--- src/rtl/spi_sck_pkg.sv ---
package spi_sck_pkg;

  // Divider mode selected by the top bit of the clock-control word.
  typedef enum logic {
    DIV_POW2   = 1'b0,
    DIV_LINEAR = 1'b1
  } div_mode_e;

  // Counter width: wide enough for the linear terminal N and for the largest
  // power-of-two terminal 2^(2^POW_W - 2) - 1.
  function automatic int unsigned term_width(input int unsigned lin_w,
                                             input int unsigned pow_w);
    int unsigned pw;
    pw = (32'd1 << pow_w) - 32'd2;
    if (pw < 1) pw = 1;
    return (lin_w > pw) ? lin_w : pw;
  endfunction

endpackage

--- src/rtl/spi_sck_rst_sync.sv ---
module spi_sck_rst_sync (
  input  logic clk,
  input  logic rst_n,
  output logic rst_sync_n
);
  logic meta_q;
  logic hold_q;

  always_ff @(posedge clk or negedge rst_n) begin
    if (!rst_n) begin
      meta_q <= 1'b0;
      hold_q <= 1'b0;
    end else begin
      meta_q <= 1'b1;
      hold_q <= meta_q;
    end
  end

  assign rst_sync_n = hold_q;
endmodule

--- src/rtl/spi_sck_term_calc.sv ---
module spi_sck_term_calc
  import spi_sck_pkg::*;
#(
  parameter int LIN_W = 8,
  parameter int POW_W = 4,
  parameter int CNT_W = 14
) (
  input  logic [LIN_W-1:0] lin_n,
  input  logic [POW_W-1:0] pow_m,
  input  div_mode_e        mode,
  output logic [CNT_W-1:0] term
);
  // term = half-period length minus one, in module-clock cycles.
  always_comb begin
    term = '0;
    if (mode == DIV_LINEAR) begin
      term = CNT_W'(lin_n);
    end else if (pow_m != '0) begin
      term = (CNT_W'(1) << (pow_m - POW_W'(1))) - CNT_W'(1);
    end
  end
endmodule

--- src/rtl/spi_sck_edge_gen.sv ---
module spi_sck_edge_gen #(
  parameter int CNT_W = 14
) (
  input  logic             clk,
  input  logic             rst_n,
  input  logic             run_en,
  input  logic             cpol,
  input  logic [CNT_W-1:0] term_in,
  output logic             sck,
  output logic             lead_stb,
  output logic             trail_stb
);
  logic             active_q, active_d;
  logic [CNT_W-1:0] cnt_q, cnt_d;
  logic [CNT_W-1:0] term_q;
  logic             phase_q, phase_d;
  logic             cpol_q, cpol_d;
  logic             lead_q, lead_d;
  logic             trail_q, trail_d;
  logic             cfg_load;
  logic             half_done;

  assign cfg_load  = run_en & ~active_q;
  assign half_done = (cnt_q == term_q);

  always_comb begin
    active_d = active_q;
    cnt_d    = cnt_q;
    phase_d  = phase_q;
    cpol_d   = cpol_q;
    lead_d   = 1'b0;
    trail_d  = 1'b0;
    if (!run_en) begin
      active_d = 1'b0;
      cnt_d    = '0;
      phase_d  = 1'b0;
      cpol_d   = cpol;
    end else if (cfg_load) begin
      active_d = 1'b1;
      cnt_d    = '0;
      phase_d  = 1'b0;
      cpol_d   = cpol;
    end else if (half_done) begin
      cnt_d    = '0;
      phase_d  = ~phase_q;
      lead_d   = ~phase_q;
      trail_d  = phase_q;
    end else begin
      cnt_d    = cnt_q + CNT_W'(1);
    end
  end

  always_ff @(posedge clk or negedge rst_n) begin
    if (!rst_n) begin
      active_q <= 1'b0;
      cnt_q    <= '0;
      phase_q  <= 1'b0;
      cpol_q   <= 1'b0;
      lead_q   <= 1'b0;
      trail_q  <= 1'b0;
    end else begin
      active_q <= active_d;
      cnt_q    <= cnt_d;
      phase_q  <= phase_d;
      cpol_q   <= cpol_d;
      lead_q   <= lead_d;
      trail_q  <= trail_d;
    end
  end

  // Divider terminal is captured only on the idle-to-active transition.
  always_ff @(posedge clk or negedge rst_n) begin
    if (!rst_n) begin
      term_q <= '0;
    end else if (cfg_load) begin
      term_q <= term_in;
    end
  end

  assign sck       = cpol_q ^ phase_q;
  assign lead_stb  = lead_q;
  assign trail_stb = trail_q;
endmodule

--- src/rtl/spi_sck_divider.sv ---
module spi_sck_divider
  import spi_sck_pkg::*;
#(
  parameter  int LIN_W = 8,
  parameter  int POW_W = 4,
  localparam int CTL_W = LIN_W + POW_W + 1
) (
  input  logic             clk,
  input  logic             rst_n,
  input  logic             run_en,
  input  logic             cpol,
  input  logic [CTL_W-1:0] clk_ctl,
  output logic             sck,
  output logic             lead_stb,
  output logic             trail_stb
);
  localparam int CNT_W = int'(term_width(LIN_W, POW_W));

  logic             rst_sync_n;
  logic [LIN_W-1:0] lin_n;
  logic [POW_W-1:0] pow_m;
  div_mode_e        mode;
  logic [CNT_W-1:0] term;

  assign lin_n = clk_ctl[LIN_W-1:0];
  assign pow_m = clk_ctl[LIN_W +: POW_W];
  assign mode  = div_mode_e'(clk_ctl[CTL_W-1]);

  spi_sck_rst_sync u_rst (
    .clk        (clk),
    .rst_n      (rst_n),
    .rst_sync_n (rst_sync_n)
  );

  spi_sck_term_calc #(
    .LIN_W (LIN_W),
    .POW_W (POW_W),
    .CNT_W (CNT_W)
  ) u_term (
    .lin_n (lin_n),
    .pow_m (pow_m),
    .mode  (mode),
    .term  (term)
  );

  spi_sck_edge_gen #(
    .CNT_W (CNT_W)
  ) u_edge (
    .clk       (clk),
    .rst_n     (rst_sync_n),
    .run_en    (run_en),
    .cpol      (cpol),
    .term_in   (term),
    .sck       (sck),
    .lead_stb  (lead_stb),
    .trail_stb (trail_stb)
  );
endmodule

--- config.mk ---
export PLATFORM = sky130hd
export DESIGN_NAME = spi_sck_divider
export DESIGN_NICKNAME = d
export VERILOG_FILES = /design/src/rtl/spi_sck_pkg.sv /design/src/rtl/spi_sck_rst_sync.sv /design/src/rtl/spi_sck_term_calc.sv /design/src/rtl/spi_sck_edge_gen.sv /design/src/rtl/spi_sck_divider.sv
export SDC_FILE = /design/constraint.sdc
export NUM_CORES = 1
export LEC_CHECK = 0
export CAP_MARGIN = 20
export CORE_AREA = 2 2 62 87
export DETAILED_ROUTE_END_ITERATION = 8
export DIE_AREA = 0 0 64 89
export DONT_BUFFER_PORTS = 1
export PLACE_DENSITY = 0.52
export SETUP_SLACK_MARGIN = 0.05
export SYNTH_ARGS = -nofsm -noshare
export SYNTH_HDL_FRONTEND = slang
export SYNTH_SLANG_ARGS = --single-unit
--- constraint.sdc ---
create_clock -name clk -period 1 [get_ports clk]
set_input_delay 0.2 -clock clk [delete_from_list [all_inputs] [get_ports clk]]
set_output_delay 0.2 -clock clk [all_outputs]
set_load 0.01 [all_outputs]
# Yosys cells after proc, flatten, opt, wreduce, memory -nomap -nowiden
# Index checks and enable logic that the tools add are counted.
dict set report word_totals {
  wordCells 39
  regBits 35
  inputBits 17
  output_inout_bits 3
}
dict set report op_classes {
  n_eq_ne 3
  muxes 18
  bitwise 4
  n_shift 1
  n_reduce_logical 1
  addsub 3
}
# cell n
set op_table {}
lappend op_table {{$mux 14} 5}
lappend op_table {{$add 14x1->14 const B} 1}
lappend op_table {{$eq 14x14->1} 1}
lappend op_table {{$shl 1x4->14 const A} 1}
lappend op_table {{$sub 14x2->14 const B} 1}
lappend op_table {{$mux 1} 13}
lappend op_table {{$reduce_bool 4->1} 1}
lappend op_table {{$sub 4x1->4 const B} 1}
lappend op_table {{$ne 3x1->1 const B} 1}
lappend op_table {{$ne 2x1->1 const B} 1}
lappend op_table {{$not 1->1} 2}
lappend op_table {{$and 1x1->1} 1}
lappend op_table {{$xor 1x1->1} 1}

# Depth between registers and ports, before layout
# Gate-level depths: netlist of the first run.
dict set report depth {
  ltp_word 5
  mapped_depth 9
  ltp_nobuf 8
}

# By module
# From an unflattened synthesis of the first run, not the netlist that was laid out.
dict set report unflattened {
  hier_cells 198
  hier_area_um2 2015.7
}
# mod seq_area_each_um2 n_inst cells_per_inst area_each_um2
set by_module_without_submodules {}
lappend by_module_without_submodules {spi_sck_edge_gen 825.8 1 130 1572.8}
lappend by_module_without_submodules {spi_sck_term_calc 0.0 1 65 389.1}
lappend by_module_without_submodules {spi_sck_rst_sync 50.0 1 3 53.8}

# Worst setup path after synthesis of the first run
# OpenSTA, ideal clock, no wires.
dict set report synth_timing {
  path_type {input-to-reg}
  startpoint {input port clk_ctl[10]}
  endpoint {register u_edge.term_q[4]}
  arrival_time_ns 1.683
  stages 9
  n_path_buf 2
  setup_slack_ns -0.747
  required_ns 0.936
  setup_ns 0.064
  cell_sequence {clkbuf_1 -> nor2_1 -> nand3b_1 -> ha_1 -> clkbuf_1 -> nor2_1 -> a31oi_1 -> a221oi_1 -> a21o_1}
}
dict set report synth_via {
  elab_chain_len 5
  elab_cells_between_ends 6
  classes_between {add/sub (2); shift (1); mux (2); reduce/logical (1)}
}
# element line_no
set synth_lines {}
lappend synth_lines {{start, declared} spi_sck_divider.sv:12} ;# input logic [CTL_W-1:0] clk_ctl,
lappend synth_lines {{$sub 4x1->4} spi_sck_term_calc.sv:19} ;# term = (CNT_W'(1) << (pow_m - POW_W'(1))) - CNT_W'(1);
lappend synth_lines {{$shl 1x4->14} spi_sck_term_calc.sv:19}
lappend synth_lines {{$sub 14x2->14} spi_sck_term_calc.sv:19}
lappend synth_lines {{$mux 14 (*)} spi_sck_term_calc.sv:18} ;# end else if (pow_m != '0) begin
lappend synth_lines {{$mux 14 (*)} spi_sck_term_calc.sv:16} ;# if (mode == DIV_LINEAR) begin
lappend synth_lines {{end signal, assigned} spi_sck_edge_gen.sv:76} ;# term_q <= term_in;
lappend synth_lines {{end, declared} spi_sck_edge_gen.sv:15} ;# logic [CNT_W-1:0] term_q;
# Every way passes the cells marked *; elsewhere a longest branch is shown, timed or not.
# A chain may end at the register's enable or synchronous reset.

# Final worst setup path of the first run
dict set report layout_timing {
  startpoint {register u_edge.cnt_q[4]}
  endpoint {register u_edge.cnt_q[10]}
}
dict set report layout_via {
  elab_chain_len 4
  elab_cells_between_ends 5
  classes_between {add/sub (1); eq/ne (1); mux (3)}
}
# element line_no
set layout_lines {}
lappend layout_lines {{start, declared} spi_sck_edge_gen.sv:14} ;# logic [CNT_W-1:0] cnt_q, cnt_d;
lappend layout_lines {{start signal, assigned} spi_sck_edge_gen.sv:63} ;# cnt_q <= cnt_d;
lappend layout_lines {{$add 14x1->14 / $eq 14x14->1 (equally long branches)} {spi_sck_edge_gen.sv:49, spi_sck_edge_gen.sv:24}}
lappend layout_lines {{$mux 14 (*)} spi_sck_edge_gen.sv:43} ;# end else if (half_done) begin
lappend layout_lines {{$mux 14 (*)} spi_sck_edge_gen.sv:38} ;# end else if (cfg_load) begin
lappend layout_lines {{$mux 14 (*)} spi_sck_edge_gen.sv:33} ;# if (!run_en) begin
lappend layout_lines {{named net u_edge.cnt_d[10]} spi_sck_edge_gen.sv:14}
# The timed path passes the listed nets; every way through them passes the cells marked *.

==> results.py, run 1 <==
metrics = {
    "global_routing": {
        "grt_antenna_before_repair": 0,
        "grt.overflow.total": 0,
        "grt_pass1_vias": 1734,
        "grt_start_max_net_pins": 23,
        "grt_pass1_wl_um": 8060,
        "track_usage": 0.183,
    },
    "floorplanning": {
        "design.portCount": 20,
        "fp-row-count": 30,
        "start_util": 0.394,
        "die_h_um": 89,
        "floorplan.die.width_um": 64,
        "dieArea_um2": 5700,
        "core_area_um2": 4840,
    },
    "cells_and_area": {
        "fin_area_um2": 2710,
        "drive_gt1_frac": 0.414,
        "diodes": 0,
        "final_core_util": 0.560,
        "synthToLayoutAreaGrowth_pct": 42.3,
        "layout_common_cells": "dfrtp_1, buf_4, xnor2_1",
        "final_common_cell": "dfrtp_1",
        "fin_nets": 269,
    },
    "timing": {
        "worst_clock_skew_ps": 2.23,
        "maxSlewHeadroom": 0.655,
        "max_freq_mhz": 656,
        "finalSetupViolations": 32,
        "hold_viol": 0,
        "min_period_ps": 1520,
        "tightest_slew_ps": 511,
        "setup_ws_ps": -525,
        "finalMaxSlewViolations": 0,
        "rsz0062_at_grt": "yes",
        "fin_crit_sh": 1.52,
    },
    "critical_path": {
        "setup.worst_path.class": "flip-flop to flip-flop",
        "worstPathArrival_ps": 1700,
        "path_cells": "buf_4, and4_4, and4_4, nand3_2, xor2_2, nor2_4",
        "worstPathRequired_ps": 1180,
        "cp_slowest_stage_delay_ps": 410,
        "crit_top_cell": "and4_4",
        "cp_max_fo": 3,
        "crit_path_start_kind": "flip-flop",
        "endpoint_kind": "flip-flop",
        "cpMaxStageDelayCell": "dfrtp_1",
    },
    "routing": {
        "routed_wl_um": 4800,
        "wl_met2_um": 2650,
        "dr_total_vias": 1652,
        "drc": 0,
        "vias_per_cell": 5.24,
        "drt-met1-wl_um": 1880,
        "drtPass1Iterations": 4,
        "maxUsedRoutingLayer": "met4",
        "wl_per_cell_um": 15.2,
        "wl_met3_um": 106,
        "drt_iter0_markers": 20,
        "antenna_left": 0,
    },
    "place": {
        "dp_hpwl_um": 3400,
        "port_buffers": 0,
        "placed_cell_area_um2": 2240,
        "gp_congestion": 0.819,
    },
    "synthesis": {
        "synth_top_family_by_area": "simple AND/OR/NAND/NOR gates",
        "syn_avg_cell_area_um2": 9.21,
        "ys_seq_area_frac": 0.460,
        "synthXorXnorAreaFrac": 0.124,
        "synth_area_um2": 1910,
        "async_flop_share": 1.00,
        "synth_top_flop_cell": "dfrtp_1",
        "yosysWarnings": 0,
        "synth-edff-count": 0,
        "synth.distinct_cells": 40,
        "synth-simple-area-share": 0.212,
        "synth-compound-area-share": 0.135,
        "synthAdderAreaFrac": 0.0131,
        "ys_seq_elements": 35,
        "syn_nets": 226,
        "muxShareOfSynthArea": 0.00591,
        "synthCells": 207,
    },
    "clocking": {
        "cts.root.buffer_cell": "clkbuf_8",
        "clock_latency_ps": 280,
        "cts_tree": "yes",
        "clkSinkCount": 35,
        "clockBufferDepth": 2,
        "numCtsBuffers": 5,
        "h-tree-depth": 2,
        "path_clk_slew_ps": 70,
    },
    "hold_path": {
        "hp-class": "input port to flip-flop",
    },
    "power": {
        "powerDensity_nw_per_um2": 1210,
        "power_leakage_uw": 0.00115,
        "switching_power_uw": 841,
        "seqPwrFrac": 0.482,
        "power_frac_comb": 0.172,
        "ir_drop_uv": 682,
        "swShare": 0.257,
        "p_int_uw": 2430,
        "power_frac_clock": 0.346,
    },
    "status": {
        "violations": "negative setup slack",
        "outcome": "complete, but fails checks",
    },
    "run": {
        "max_cap_violations": 0,
    },
}
==> power by group through the flow <==
| stage | sequential, uW | clock [uW] | combinational, uW |
|---|---|---|---|
| 2_1_floorplan | 1590 | 0 | 357 |
| 3_3_place_gp | 1590 | 0 | 419 |
| 3_5_place_dp | 1590 | 0 | 422 |
| 4_1_cts | 1570 | 1150 | 511 |
| 5_1_grt | 1590 | 1210 | 615 |
| 6_report | 1580 | 1130 | 562 |
==> path summary, 6_finish.rpt <==
| check | start | slack (ps) | cells after the start | to |
|---|---|---|---|---|
| setup / recovery | u_edge.cnt_q[4] | -520 | 6 | u_edge.cnt_q[10] |
| hold / removal | clk_ctl[12] | 10 | 1 | u_edge.term_q[11] |
| setup reg to reg | u_edge.cnt_q[4] | -520 | 6 | u_edge.cnt_q[10] |
| hold reg to reg | u_rst.rst_sync_n | 150 | 0 | u_edge.term_q[3] |
| max in group asynchronous | u_rst.rst_sync_n | 450 | 1 | u_edge.cnt_q[13] |
| min in group asynchronous | rst_n | 140 | 1 | u_rst.meta_q |
==> synthesized netlist by cell type, drive strengths merged, types with 3 or more instances <==
master / instances / share of area
o41ai: 4 / 0.018
inv: 7 / 0.014
buf: 3 / 0.017
a21oi: 8 / 0.021
nand3: 9 / 0.024
or2: 3 / 0.0099
nand2: 19 / 0.037
xnor2: 19 / 0.087
dfrtp: 35 / 0.46
nor2: 29 / 0.062
nand4: 6 / 0.020
clkbuf: 9 / 0.018
xor2: 8 / 0.037
o21ai: 16 / 0.042
nand2b: 3 / 0.0099
==> metal layers <==
layer	vias to the layer above	GRT usage
met1	810	0.196
met2	31	0.352
met4	0	0.0909
met3	15	0.0189
li1	796	-
met5	-	0
==> repair_timing <==
item,4_1_cts,5_1_grt
buffers inserted,7,1
pin swaps,13,12
resized for setup,26,31
setup endpoints to repair,32,33
hold buffers,3,1
hold endpoints to repair,4,1
gates cloned,3,0
==> sequential cells by signal (all words and copies together) (netlist names) <==
signal / count
u_edge.term_q: 14
u_rst.meta_q: 1
u_edge.cpol_q: 1
u_edge.active_q: 1
u_rst.rst_sync_n: 1
u_edge.phase_q: 1
u_edge.lead_stb: 1
u_edge.cnt_q: 14
u_edge.trail_stb: 1
==> metrics by stage <==
stage | power (uW) | setup slack, ps | TNS (ps) | std cells | hold WS, ps
after floorplan | 1940 | -493 | -9870 | 207 | -95.6
after global placement | 2010 | -546 | -11570 | 292 | -95.5
after detailed placement | 2020 | -571 | -12030 | 292 | -95.5
after CTS | 3240 | -505 | -9450 | 313 | 2.07
after global routing | 3420 | -635 | -12460 | 315 | 8.79
final | 3270 | -525 | -9720 | 315 | 10.3
==> critical path, delay by kind of cell (launching register included) <==
kind                   cells  cell delay [ps]
buffers and inverters      1              150
AND/OR/NAND/NOR            4              640
XOR/XNOR                   1              210
flip-flops                 1              410
==> cell type report <==
cell class | instances | area [um2]
clock buffers | 8 | 100
fillers | 426 | 2130
inverters | 7 | 26.3
multi-input cells | 155 | 1230
flip-flops and latches | 35 | 877
well taps | 64 | 80.1
repair buffers | 46 | 398
==> cell families after synthesis <==
family                   after synthesis
buffers and inverters                 19
XOR/XNOR                              27
adder cells (fa/ha/maj)                2
flip-flops                            35
other                                  1
multiplexers                           1
AO/OA/AOI/OAI                         41
AND/OR/NAND/NOR                       81
(Power assumes the default switching activity.)
==> run 2, diff against run 1 <==
- SETUP_SLACK_MARGIN: 0.05 -> 0.2
==> results.py, run 2 (synthesized netlist as in run 1, its figures left out) <==
metrics = {
    "routing": {
        "vias_per_cell": 5.23,
        "wl_per_cell_um": 15.9,
        "drtPass1Iterations": 4,
        "antenna_left": 0,
        "dr_total_vias": 1664,
        "routed_wl_um": 5040,
        "drc": 0,
        "drt_iter0_markers": 46,
    },
    "place": {
        "port_buffers": 0,
        "gp_congestion": 0.823,
        "placed_cell_area_um2": 2290,
        "dp_cells": 296,
        "dp_hpwl_um": 3460,
    },
    "power": {
        "p_int_uw": 2820,
        "switching_power_uw": 885,
        "seqPwrFrac": 0.427,
        "ir_drop_uv": 632,
        "powerDensity_nw_per_um2": 1330,
        "swShare": 0.239,
        "finalPower_uw": 3710,
        "power_frac_comb": 0.160,
        "power_leakage_uw": 0.00121,
        "power_frac_clock": 0.412,
    },
    "timing": {
        "finalMaxSlewViolations": 0,
        "fin_crit_sh": 1.55,
        "worst_clock_skew_ps": 7.73,
        "rsz0062_at_grt": "yes",
        "finalSetupViolations": 33,
        "min_period_ps": 1550,
        "setup_ws_ps": -552,
        "max_freq_mhz": 644,
        "hold_viol": 1,
        "holdWs_ps": -7.06,
    },
    "hold_path": {
        "hp-start": "clk_ctl[12]",
        "hp-class": "input port to flip-flop",
        "hold_depth": 1,
    },
    "cells_and_area": {
        "drive_gt1_frac": 0.453,
        "layout_common_cells": "buf_4, dfrtp_1, xnor2_1, nor2_1, nor2_2",
        "final_common_cell": "buf_4",
        "fin_area_um2": 2780,
        "nFillCells": 408,
        "diodes": 0,
        "fin_nets": 272,
        "final_core_util": 0.575,
        "largestRegisters": "u_edge.cnt_q x14, u_edge.term_q x14",
        "synthToLayoutAreaGrowth_pct": 46.1,
        "final-instance-count-excl-fill": 318,
    },
    "global_routing": {
        "track_usage": 0.195,
        "grt_antenna_before_repair": 0,
        "grt_pass1_vias": 1728,
        "use_met3": 0.0239,
        "grt.overflow.total": 0,
        "top_usage_layer": "met2",
        "met2_usage": 0.372,
        "grtUsageMet1": 0.211,
        "grt_start_max_net_pins": 22,
        "grt_pass1_wl_um": 8360,
    },
    "critical_path": {
        "cpMaxStageDelayCell": "dfrtp_1",
        "endpoint_kind": "flip-flop",
        "setup.worst_path.class": "flip-flop to flip-flop",
        "critPathTopFamily": "simple AND/OR/NAND/NOR gates",
        "path_cells": "xnor2_2, nand4_1, nor4_2, or2_1, buf_6, nor2_1",
        "worstSetupPathDepth": 6,
        "r2r-start": "u_edge.cnt_q[2]",
        "cp_slowest_stage_delay_ps": 420,
        "worst-path-buf-inv": 1,
        "worstRegToRegCells": 6,
        "cp_max_fo": 8,
        "crit_path_start_kind": "flip-flop",
        "startpoint": "u_edge.cnt_q[2]",
        "worstPathArrival_ps": 1730,
        "worstPathRequired_ps": 1180,
    },
    "clocking": {
        "clkSinkCount": 35,
        "ctsHoldBuffers": 2,
        "cts.root.buffer_cell": "clkbuf_8",
        "path_clk_slew_ps": 80,
        "numCtsBuffers": 5,
        "cts_tree": "yes",
        "h-tree-depth": 2,
        "clock_latency_ps": 290,
        "clockBufferDepth": 2,
    },
    "floorplanning": {
        "fp-row-count": 30,
        "dieArea_um2": 5700,
        "design.portCount": 20,
        "floorplan.die.width_um": 64,
        "die_h_um": 89,
        "core_area_um2": 4840,
        "start_util": 0.394,
    },
    "status": {
        "outcome": "complete, but fails checks",
        "violations": "negative hold slack, negative setup slack",
    },
    "run": {
        "max_cap_violations": 0,
    },
}
## run 2: changes by cell type in the layout (fill, tap and decap cells not counted), moves of 3 or more
| cell | change |
|---|---|
| buf_4 | +6 |
| nor2_2 | +3 |
| nor2_4 | -3 |
| o21ai_1 | -3 |
## run 2: area by class of cell
cell class,count,area [um2],share of cell area
repair buffers,50,445,0.160
flip-flops and latches,35,880,0.316
clock inverters,3,67.6,0.0243
well taps,64,80.1,0.0288
clock buffers,5,68.8,0.0247
multi-input cells,154,1220,0.437
inverters,7,26.3,0.00944
## run 2: final timing paths
path,slack [ps],to
max in group asynchronous,400,u_edge.active_q
max reg2reg,-550,u_edge.cnt_q[2]
min in group asynchronous,130,u_rst.meta_q
min,-7,u_edge.term_q[13]
min reg2reg,160,u_edge.cnt_q[1]
max,-550,u_edge.cnt_q[2]
## run 2: power by group through the flow
stage               clock, uW  sequential (uW)  combinational, uW
global placement            0             1590                447
finish                   1530             1580                594
detailed placement          0             1600                453
floorplan                   0             1590                360
CTS                      1560             1570                530
global route             1630             1600                655
## run 2: timing repair
item,4_1_cts,5_1_grt
buffers inserted,7,3
endpoints found under the setup margin,35,35
gates cloned,1,1
pin swaps,13,13
resized for setup,29,24
endpoints found under the hold margin,6,2
## run 2: stage by stage
step | setup WS, ps | setup TNS [ps]
final | -552 | -9810
after global routing | -632 | -12020
after CTS | -549 | -9480
after detailed placement | -624 | -12390
after global placement | -611 | -12190
after floorplan | -493 | -9870
## run 2: per-layer routing
layer  wire length (um)  share of wire
met2               2890           0.57
met5                  0              0
met4                 97          0.019
met3                151          0.030
met1               1900           0.38
==> run 3, diff against run 2 <==
- CTS_BUF_LIST: not set -> sky130_fd_sc_hd__clkbuf_8
- clock period: 1 -> 1.4 ns (I/O delays scaled with it)
==> results.py, run 3 (synthesized netlist as in run 1, its figures left out) <==
metrics = {
    "critical_path": {
        "crit_path_start_kind": "flip-flop",
        "endpoint_kind": "flip-flop",
        "worstPathRequired_ps": 1580,
        "path_cells": "xnor2_2, nand4_1, nor4_2, or2_1, buf_4, nor2_1",
        "cp_slowest_stage_delay_ps": 430,
        "worst-path-buf-inv": 1,
        "setup.worst_path.class": "flip-flop to flip-flop",
        "critPathTopFamily": "simple AND/OR/NAND/NOR gates",
        "cp_max_fo": 6,
        "worstPathArrival_ps": 1760,
        "cpMaxStageDelayCell": "dfrtp_1",
    },
    "clocking": {
        "h-tree-depth": 2,
        "path_clk_slew_ps": 80,
        "clkSinkCount": 35,
        "cts.root.buffer_cell": "clkbuf_8",
        "clockBufferDepth": 2,
        "clock_latency_ps": 290,
        "cts_tree": "yes",
        "numCtsBuffers": 5,
    },
    "cells_and_area": {
        "largestRegisters": "u_edge.cnt_q x14, u_edge.term_q x14",
        "synthToLayoutAreaGrowth_pct": 34.1,
        "diodes": 0,
        "fin_nets": 260,
        "final_common_cell": "dfrtp_1",
        "drive_gt1_frac": 0.331,
        "fin_area_um2": 2560,
        "layout_common_cells": "dfrtp_1, buf_4, nor2_1",
        "final-instance-count-excl-fill": 306,
    },
    "status": {
        "outcome": "complete, but fails checks",
        "violations": "negative setup slack",
    },
    "global_routing": {
        "grt.overflow.total": 0,
        "track_usage": 0.175,
        "grt_pass1_wl_um": 7560,
        "grt_pass1_vias": 1636,
        "grt_antenna_before_repair": 0,
        "use_met3": 0.0264,
        "met2_usage": 0.314,
        "grtUsageMet1": 0.196,
        "grt_start_max_net_pins": 34,
        "top_usage_layer": "met2",
    },
    "timing": {
        "hold_viol": 0,
        "fin_setup_tns_ps": -2570,
        "setup_ws_ps": -179,
        "min_period_ps": 1580,
        "finalSetupViolations": 17,
        "fin_crit_sh": 1.13,
        "holdWs_ps": 79.4,
        "rsz0062_at_grt": "yes",
        "finalMaxSlewViolations": 0,
        "max_freq_mhz": 633,
        "worst_clock_skew_ps": 10.1,
    },
    "place": {
        "dp_hpwl_um": 3310,
        "dp_cells": 287,
        "port_buffers": 0,
        "placed_cell_area_um2": 2180,
        "gp_congestion": 0.793,
    },
    "hold_path": {
        "hp-class": "input port to flip-flop",
    },
    "floorplanning": {
        "floorplan.die.width_um": 64,
        "die_h_um": 89,
        "fp-row-count": 30,
        "core_area_um2": 4840,
        "start_util": 0.394,
        "design.portCount": 20,
        "dieArea_um2": 5700,
    },
    "routing": {
        "antenna_left": 0,
        "wl_per_cell_um": 14.8,
        "routed_wl_um": 4540,
        "drt_iter0_markers": 36,
        "drc": 0,
        "vias_per_cell": 5.19,
        "drtPass1Iterations": 4,
        "dr_total_vias": 1587,
    },
    "power": {
        "ir_drop_uv": 663,
        "switching_power_uw": 598,
        "powerDensity_nw_per_um2": 930,
        "power_leakage_uw": 0.00109,
        "power_frac_clock": 0.384,
        "p_int_uw": 1780,
        "power_frac_comb": 0.149,
        "finalPower_uw": 2380,
        "seqPwrFrac": 0.467,
        "swShare": 0.251,
    },
    "run": {
        "max_cap_violations": 0,
    },
}
==> run 3: area by class of cell <==
| type | count | area (um2) |
|---|---|---|
| Timing Repair Buffer | 39 | 334 |
| Fill cell | 454 | 2290 |
| Clock buffer | 5 | 68.8 |
| Tap cell | 64 | 80.1 |
| Clock inverter | 3 | 43.8 |
| Inverter | 7 | 26.3 |
| Sequential cell | 35 | 878 |
| Multi-Input combinational cell | 153 | 1120 |
==> run 3: path summary, 6_finish.rpt <==
kind	start	endpoint	slack, ps	cells past startpoint
max	u_edge.cnt_q[10]	u_edge.cnt_q[13]	-180	6
min	clk_ctl[12]	u_edge.term_q[13]	80	1
max reg2reg	u_edge.cnt_q[10]	u_edge.cnt_q[13]	-180	6
min reg2reg	u_rst.rst_sync_n	u_edge.cnt_q[7]	260	1
max in group asynchronous	u_rst.rst_sync_n	u_edge.cnt_q[4]	820	1
min in group asynchronous	rst_n	u_rst.meta_q	220	1
==> run 3: power groups by stage <==
stage | Sequential [uW] | Clock, uW | Combinational [uW]
after global routing | 1120 | 968 | 392
final | 1110 | 912 | 354
after CTS | 1110 | 935 | 325
after detailed placement | 1130 | 0 | 294
after global placement | 1130 | 0 | 289
after floorplan | 1130 | 0 | 234
==> run 3: metal layers <==
layer  share of wire  up-vias  routed length [um]
li1                -      776                   -
met1            0.40      760                1820
met2            0.53       36                2420
met3           0.025       15                 115
met4           0.042        0                 191
met5               0        -                   0
==> run 3: metrics by stage <==
step           utilization  setup slack, ps
6_report             0.528             -179
5_1_grt              0.528             -285
4_1_cts              0.498             -181
3_5_place_dp         0.451             -180
3_3_place_gp         0.451             -132
2_1_floorplan            -            -92.7
==> run 3: timing repair <==
item | 4_1_cts | 5_1_grt
endpoints found under the hold margin | 2 | 1
hold buffers | 1 | 1
endpoints found under the setup margin | 21 | 24
gates cloned | 0 | 0
pin swaps | 7 | 15
gates resized for setup | 17 | 18
buffers inserted | 3 | 6
==> run 3: worst reg2reg max path, delay by kind of cell, from the launching register on <==
kind / cells / cell delay, ps
buf+inv: 1 / 160
xor+xnor: 1 / 160
flops: 1 / 430
simple gates: 4 / 710
